File: src/rtl/slot_timing_pkg.sv
package slot_timing_pkg;

    typedef enum logic [1:0] {
        OWN_CPU = 2'd0,
        OWN_VID = 2'd1,
        OWN_SND = 2'd2
    } owner_e;

    typedef struct packed {
        logic cpu;
        logic vid;
        logic snd;
    } grant_t;

    typedef struct packed {
        logic cpu_clk;
        logic mem_ph;
        logic lead_hi;
        logic lead_lo;
        logic vid_step;
    } phase_t;

    // Owner of the display slot: line end wins, then any retrace, else video.
    function automatic owner_e pick_owner(input logic hr, input logic vr, input logic le);
        if (le)
            return OWN_SND;
        else if (hr || vr)
            return OWN_CPU;
        else
            return OWN_VID;
    endfunction

    function automatic grant_t owner_to_grant(input owner_e o);
        grant_t g;
        g = '0;
        case (o)
            OWN_VID: g.vid = 1'b1;
            OWN_SND: g.snd = 1'b1;
            default: g.cpu = 1'b1;
        endcase
        return g;
    endfunction

endpackage

File: src/rtl/st_phase_counter.sv
module st_phase_counter
    import slot_timing_pkg::*;
#(
    parameter int PHASE_W   = 4,
    parameter int LEAD_CLKS = 3
) (
    input  logic                 clk,
    input  logic                 rst,
    output logic [PHASE_W-1:0]   cnt_q,
    output logic [PHASE_W-1:0]   cnt_nx,
    output phase_t               ph,
    output logic [PHASE_W-3:0]   slot
);
    localparam int SLOT_W   = PHASE_W - 2;
    localparam int FRAME    = 1 << PHASE_W;
    localparam int SLOT_LEN = FRAME >> SLOT_W;
    localparam int VID_SLOT = (1 << SLOT_W) - 1;
    localparam int STEP_POS = VID_SLOT * SLOT_LEN + 1;

    logic [PHASE_W-1:0] lead;

    assign cnt_nx = cnt_q + PHASE_W'(1);
    assign lead   = cnt_q + PHASE_W'(LEAD_CLKS);

    always_ff @(posedge clk) begin
        if (rst)
            cnt_q <= '0;
        else
            cnt_q <= cnt_nx;
    end

    always_comb begin
        ph.cpu_clk  = cnt_q[0];
        ph.mem_ph   = cnt_q[1];
        ph.lead_hi  = lead[PHASE_W-1];
        ph.lead_lo  = lead[PHASE_W-2];
        ph.vid_step = (cnt_q == PHASE_W'(STEP_POS));
    end

    assign slot = cnt_q[PHASE_W-1 -: SLOT_W];

    assert_cpu_clk_toggle_R2: assert property (@(posedge clk) disable iff (rst)
        1'b1 |=> (ph.cpu_clk != $past(ph.cpu_clk)));

    assert_mem_ph_period_R3: assert property (@(posedge clk) disable iff (rst)
        (ph.cpu_clk && !$past(rst)) |=> (ph.mem_ph != $past(ph.mem_ph)));

    assert_slot_wrap_R4: assert property (@(posedge clk) disable iff (rst)
        (slot == SLOT_W'(VID_SLOT) && ph.mem_ph && ph.cpu_clk) |=> (slot == '0));

    assert_lead_before_video_R5: assert property (@(posedge clk) disable iff (rst)
        (ph.lead_hi && ph.lead_lo) |-> (slot != '0));

    assert_vid_step_edge_R6: assert property (@(posedge clk) disable iff (rst)
        ph.vid_step |-> ($fell(ph.lead_lo) && slot == SLOT_W'(VID_SLOT)));

endmodule

File: src/rtl/st_slot_arbiter.sv
module st_slot_arbiter
    import slot_timing_pkg::*;
#(
    parameter int PHASE_W = 4
) (
    input  logic               clk,
    input  logic               rst,
    input  logic [PHASE_W-1:0] cnt_q,
    input  logic [PHASE_W-1:0] cnt_nx,
    input  logic               h_retrace,
    input  logic               v_retrace,
    input  logic               line_end,
    output grant_t             gnt
);
    localparam int SLOT_W   = PHASE_W - 2;
    localparam int FRAME    = 1 << PHASE_W;
    localparam int SLOT_LEN = FRAME >> SLOT_W;
    localparam int VID_SLOT = (1 << SLOT_W) - 1;
    localparam int DECIDE   = VID_SLOT * SLOT_LEN - 1;

    owner_e             owner_q;
    owner_e             owner_now;
    logic               decide;
    logic [SLOT_W-1:0]  slot_nx;
    grant_t             gnt_nx;

    assign decide    = (cnt_q == PHASE_W'(DECIDE));
    assign owner_now = decide ? pick_owner(h_retrace, v_retrace, line_end) : owner_q;
    assign slot_nx   = cnt_nx[PHASE_W-1 -: SLOT_W];

    always_comb begin
        if (slot_nx == SLOT_W'(VID_SLOT))
            gnt_nx = owner_to_grant(owner_now);
        else
            gnt_nx = owner_to_grant(OWN_CPU);
    end

    always_ff @(posedge clk) begin
        if (rst) begin
            owner_q <= OWN_CPU;
            gnt     <= '0;
        end else begin
            if (decide)
                owner_q <= owner_now;
            gnt <= gnt_nx;
        end
    end

    assert_low_slots_cpu_R7: assert property (@(posedge clk) disable iff (rst)
        (gnt.vid || gnt.snd) |-> (cnt_q[PHASE_W-1 -: SLOT_W] == SLOT_W'(VID_SLOT)));

    assert_video_active_R8: assert property (@(posedge clk) disable iff (rst)
        (decide && !h_retrace && !v_retrace && !line_end) |=> gnt.vid);

    assert_hretrace_cpu_R9: assert property (@(posedge clk) disable iff (rst)
        (decide && h_retrace && !line_end) |=> gnt.cpu);

    assert_sound_slot_R10: assert property (@(posedge clk) disable iff (rst)
        (decide && line_end) |=> gnt.snd);

    assert_vretrace_cpu_R11: assert property (@(posedge clk) disable iff (rst)
        (decide && v_retrace && !line_end) |=> gnt.cpu);

    assert_one_grant_R12: assert property (@(posedge clk) disable iff (rst)
        1'b1 |=> ($countones(gnt) == 1));

    assert_grant_held_R12: assert property (@(posedge clk) disable iff (rst)
        (cnt_q[PHASE_W-1 -: SLOT_W] == SLOT_W'(VID_SLOT) && cnt_q[1:0] != 2'b11)
        |=> $stable(gnt));

endmodule

File: src/rtl/slot_timing_gen.sv
module slot_timing_gen
    import slot_timing_pkg::*;
#(
    parameter int PHASE_W   = 4,
    parameter int LEAD_CLKS = 3
) (
    input  logic               clk,
    input  logic               rst,
    input  logic               h_retrace,
    input  logic               v_retrace,
    input  logic               line_end,
    output logic               cpu_clk,
    output logic               mem_ph,
    output logic               lead_hi,
    output logic               lead_lo,
    output logic               vid_step,
    output logic [PHASE_W-3:0] slot_idx,
    output logic               gnt_cpu,
    output logic               gnt_vid,
    output logic               gnt_snd
);
    logic [PHASE_W-1:0] cnt_q;
    logic [PHASE_W-1:0] cnt_nx;
    phase_t             ph;
    grant_t             gnt;

    st_phase_counter #(
        .PHASE_W   (PHASE_W),
        .LEAD_CLKS (LEAD_CLKS)
    ) u_phase (
        .clk    (clk),
        .rst    (rst),
        .cnt_q  (cnt_q),
        .cnt_nx (cnt_nx),
        .ph     (ph),
        .slot   (slot_idx)
    );

    st_slot_arbiter #(
        .PHASE_W (PHASE_W)
    ) u_arb (
        .clk       (clk),
        .rst       (rst),
        .cnt_q     (cnt_q),
        .cnt_nx    (cnt_nx),
        .h_retrace (h_retrace),
        .v_retrace (v_retrace),
        .line_end  (line_end),
        .gnt       (gnt)
    );

    assign cpu_clk  = ph.cpu_clk;
    assign mem_ph   = ph.mem_ph;
    assign lead_hi  = ph.lead_hi;
    assign lead_lo  = ph.lead_lo;
    assign vid_step = ph.vid_step;
    assign gnt_cpu  = gnt.cpu;
    assign gnt_vid  = gnt.vid;
    assign gnt_snd  = gnt.snd;

    assert_reset_clear_R1: assert property (@(posedge clk)
        rst |=> (slot_idx == '0 && !gnt_cpu && !gnt_vid && !gnt_snd && !vid_step));

endmodule

File: config.mk
export PLATFORM = sky130hd
export DESIGN_NAME = slot_timing_gen
export DESIGN_NICKNAME = d
export VERILOG_FILES = /design/src/rtl/slot_timing_pkg.sv /design/src/rtl/st_phase_counter.sv /design/src/rtl/st_slot_arbiter.sv /design/src/rtl/slot_timing_gen.sv
export SDC_FILE = /design/constraint.sdc
export NUM_CORES = 1
export LEC_CHECK = 0
export BUFFER_PORTS_ARGS = -buffer_cell sky130_fd_sc_hd__buf_2
export CAP_MARGIN = 20
export CELL_PAD_IN_SITES_DETAIL_PLACEMENT = 0
export CELL_PAD_IN_SITES_GLOBAL_PLACEMENT = 1
export CORE_MARGIN = 5
export CORE_UTILIZATION = 32
export CTS_BUF_LIST = sky130_fd_sc_hd__clkbuf_16
export CTS_CLUSTER_DIAMETER = 50
export DETAILED_ROUTE_END_ITERATION = 16
export GPL_ROUTABILITY_DRIVEN = 0
export GPL_TIMING_DRIVEN = 0
export HOLD_SLACK_MARGIN = 0.12
export PLACE_DENSITY = 0.71
export SYNTH_ARGS = -nofsm -noshare
export SYNTH_HDL_FRONTEND = slang
export SYNTH_HIERARCHICAL = 1
export SYNTH_SLANG_ARGS = --single-unit
File: constraint.sdc
create_clock -name clk -period 1.9 [get_ports clk]
set_clock_uncertainty 0.2 [all_clocks]
set_input_delay 0.285 -clock clk [delete_from_list [all_inputs] [get_ports clk]]
set_output_delay 0.285 -clock clk [all_outputs]
set_load 0.1 [all_outputs]
==> metrics.csv <==
stage,metric,value,unit
synthesis,Post-Syn Instances,50,
worst_setup_path,Worst Reg-to-Reg Cells,5,
worst_setup_path,Critical Path Stages,5,
final_layout,Multi-input gate area,323,um^2
worst_setup_path,Crit Path Max Fanout,7,
worst_setup_path,startpoint types,flip-flop,
worst_setup_path,Top Family by Delay on Critical Path,flip-flops,
synthesis,syn_area_per_cell,10.4,um^2
sta,min Tclk post-route,1840,ps
sta,Max Clk Rate,542,MHz
power_and_ir_drop,net switching power,0.201,mW
clocking,later-pin clock latency in the skew report,230,ps
global_route,pin count of the biggest net entering global routing,13,
floorplan,Starting Density,34.2,%
floorplan,Die Footprint,2540,um^2
sta,final hold vios,0,
worst_setup_path,crit path max-delay cell type,dfxtp_4,
global_route,vias in the first global route,340,
sta,final period utilization,97.1,%
clocking,CTS sink cnt,9,
drt,vias post-DR,398,
drt,DRC errors left,0,
worst_setup_path,Worst path max stage delay,370,ps
global_route,GRT overflow,0,
worst_setup_path,reg2reg end,u_arb/gnt[2],
worst_setup_path,r2r startpoint,u_phase/cnt_q[2],
worst_setup_path,kind of critical path,flip-flop to flip-flop,
sta,Final Setup Violations,0,
final_layout,nets@finish,82,
worst_hold_path,Hold WC Path Type,input pin to flip-flop,
drt,Routed wire per std cell,10.6,um
worst_setup_path,WP data required,1820,ps
final_layout,# diodes,0,
drt,First-pass DRT Iterations,2,
floorplan,I/O pin count,15,
drt,Via density,4.57,
synthesis,net count after synthesis,60,
final_layout,Final Non-Filler Cells,87,
final_layout,fillcell total,144,
worst_setup_path,crit path cell chain,and4b_1 > buf_6 > mux2_2 > ha_1 > o21ba_2,
synthesis,register area share after synthesis,34.5,%
clocking,CTS Buf Count,3,
place,Final HPWL DP,664,um
worst_hold_path,Hold EP,u_arb/owner_q[0],
synthesis,post-synthesis register bit count,9,
drt,Routed Antenna Nets,0,
power_and_ir_drop,Sw Share,28.4,%
clocking,H-tree levels,1,
power_and_ir_drop,PwrDens,928,nW/um^2
power_and_ir_drop,Pwr Total,0.708,mW
clocking,clock-pin slew on the worst setup and hold paths,40,ps
power_and_ir_drop,VDD IR max,764,uV
worst_setup_path,"Arr. time, crit path",1770,ps
worst_hold_path,Hold Crit Depth,3,
power_and_ir_drop,LEAKAGE,0.363,nW
global_route,first-pass GRT wire length,1.57,mm
final_layout,register area,193,um^2
synthesis,synthesized area,522,um^2
power_and_ir_drop,sequential power share,29.2,%
clocking,clock buffer depth,2,
drt,WL final,919,um
floorplan,CORE AREA,1520,um^2
synthesis,Netlist cell types,22,
floorplan,Placement Rows,14,
place,Placed Cells incl. Taps,80,
worst_setup_path,CP bufs+invs,1,
sta,RSZ-0062 raised after global routing,true,
floorplan,die span in x,50.4,um
worst_setup_path,crit path from,u_phase/cnt_q[2],
floorplan,Chip Height,50.4,um
sta,worst rel slew slack,67.7,%
global_route,all-layer global routing usage,8.33,%
sta,final slew viol count,0,
drt,DR iter-0 viols,1,
place,Port-buffer cells,14,
synthesis,YS warnings,6,
worst_setup_path,critical path endpoint category,flip-flop,
clocking,CTS root buffer,clkbuf_16,
power_and_ir_drop,Clk pwr share,50.8,%
clocking,TritonCTS clock tree,built,
job,max cap viols,0,
final_layout,ratio of cells with drive above 1 in the final layout,53.5,%
power_and_ir_drop,internal power,0.507,mW
final_layout,area growth from synthesis to layout,46.3,%
sta,actual slew at the worst max-slew pin,489,ps
run_status,status,completed,
power_and_ir_drop,combinational power share,20.0,%
global_route,initial antenna violation count,0,
clocking,Post-CTS Hold Fix Bufs,0,
worst_setup_path,R2R Setup Slk,60,ps
worst_hold_path,worst hold start,v_retrace,
[routing by layer]
metal | part of all wire [%] | GRT usage (%) | vias up
met4 | 1.8 | 5.11 | 0
met1 | 45 | 9.87 | 184
met3 | 6.4 | 5.33 | 2
li1 | - | - | 205
met5 | 0 | 0 | -
met2 | 46 | 11.1 | 7
[tightest hold or removal path, stage by stage]
cell and delay, ps:
buf_2 80, or4_1 90, mux2i_1 60
[cell type report]
class / instances / share of cell area [%]
inverter: 2 / 0.984
timing repair buffer: 17 / 13.1
tap: 16 / 2.62
clock buffer: 3 / 9.84
sequential: 9 / 25.2
clock inverter: 1 / 0.492
buffer: 5 / 5.41
multi-input combinational: 34 / 42.3
[worst max path at each step]
stage,to,slack (ps)
floorplan,lead_lo,-200
finish,u_arb/gnt[2],60
detailed placement,u_arb/gnt[2],-150
global route,u_arb/gnt[2],-5
CTS,u_arb/gnt[2],5
global placement,u_arb/gnt[2],-150
[cells in the mapped netlist]
master	n	share of area (%)
and2b_2	1	1.7
and3_2	1	1.4
and4b_1	1	1.9
buf_4	5	7.2
dfxtp_1	9	35
ha_1	5	12
inv_1	2	1.4
mux2_2	2	4.3
mux2_4	1	2.9
mux2i_1	4	7.7
nand2_1	1	0.72
nand2b_1	3	3.6
nand3_2	1	1.9
nor2_1	2	1.4
nor2b_1	2	2.4
nor3_1	1	0.96
nor3b_1	2	2.9
o21ai_0	1	0.96
o21ba_2	1	1.9
or4_1	1	1.4
xnor2_1	3	5.0
xor2_1	1	1.7
[cell families after synthesis]
group	after synthesis	synth area share [%]
AO/OA/AOI/OAI	2	2.88
XOR/XNOR	4	6.72
adder cells (fa/ha/maj)	5	12.0
buffers and inverters	7	8.63
flip-flops	9	34.5
multiplexers	7	14.9
AND/OR/NAND/NOR	16	20.4
[registers in the layout (all words and copies together) (netlist names)]
register       flops
u_phase/cnt_q      4
u_arb/gnt          3
u_arb/owner_q      2
[what timing repair did]
item | CTS | global route
endpoints found under the setup margin | 6 | 3
hold endpoints to repair | 0 | 0
setup buffers | 0 | 3
gates cloned | 0 | 0
gates resized for setup | 8 | 4
[cells in the final DEF, fill, tap and decap left out]
master	instances
mux2i_1	4
o21ba_2	1
buf_2	11
and2b_2	1
nor3b_1	2
buf_4	9
mux2_4	1
and4b_1	1
and3_2	1
xnor2_4	1
nor3_1	1
nand3_2	1
xnor2_2	1
or4_1	1
nand2_1	1
inv_1	3
dfxtp_1	5
o21ai_1	1
clkbuf_16	3
xnor2_1	1
clkbuf_4	1
nor2b_1	2
dfxtp_2	1
nor2_1	2
xor2_1	1
dfxtp_4	3
mux2_2	2
nand2b_1	3
buf_6	1
ha_1	5
[stage by stage]
stage	cell area, um^2	setup WS [ps]	setup TNS (ps)	hold WS (ps)	utilization, %
2_1_floorplan	548	-199	-255	152	-
3_3_place_gp	638	-154	-188	276	41.9
3_5_place_dp	638	-151	-174	289	41.9
4_1_cts	729	5.42	0	138	47.9
5_1_grt	763	-5.22	-5.22	164	50.1
6_report	763	55.2	0	139	50.1
[power groups by stage]
stage / combinational [mW] / sequential [mW] / clock, mW
floorplan: 0.111 / 0.216 / 0
global placement: 0.139 / 0.211 / 0
detailed placement: 0.139 / 0.211 / 0
CTS: 0.143 / 0.208 / 0.372
global route: 0.150 / 0.209 / 0.385
finish: 0.142 / 0.207 / 0.360
Note: power is estimated with default switching activity, not from simulation.
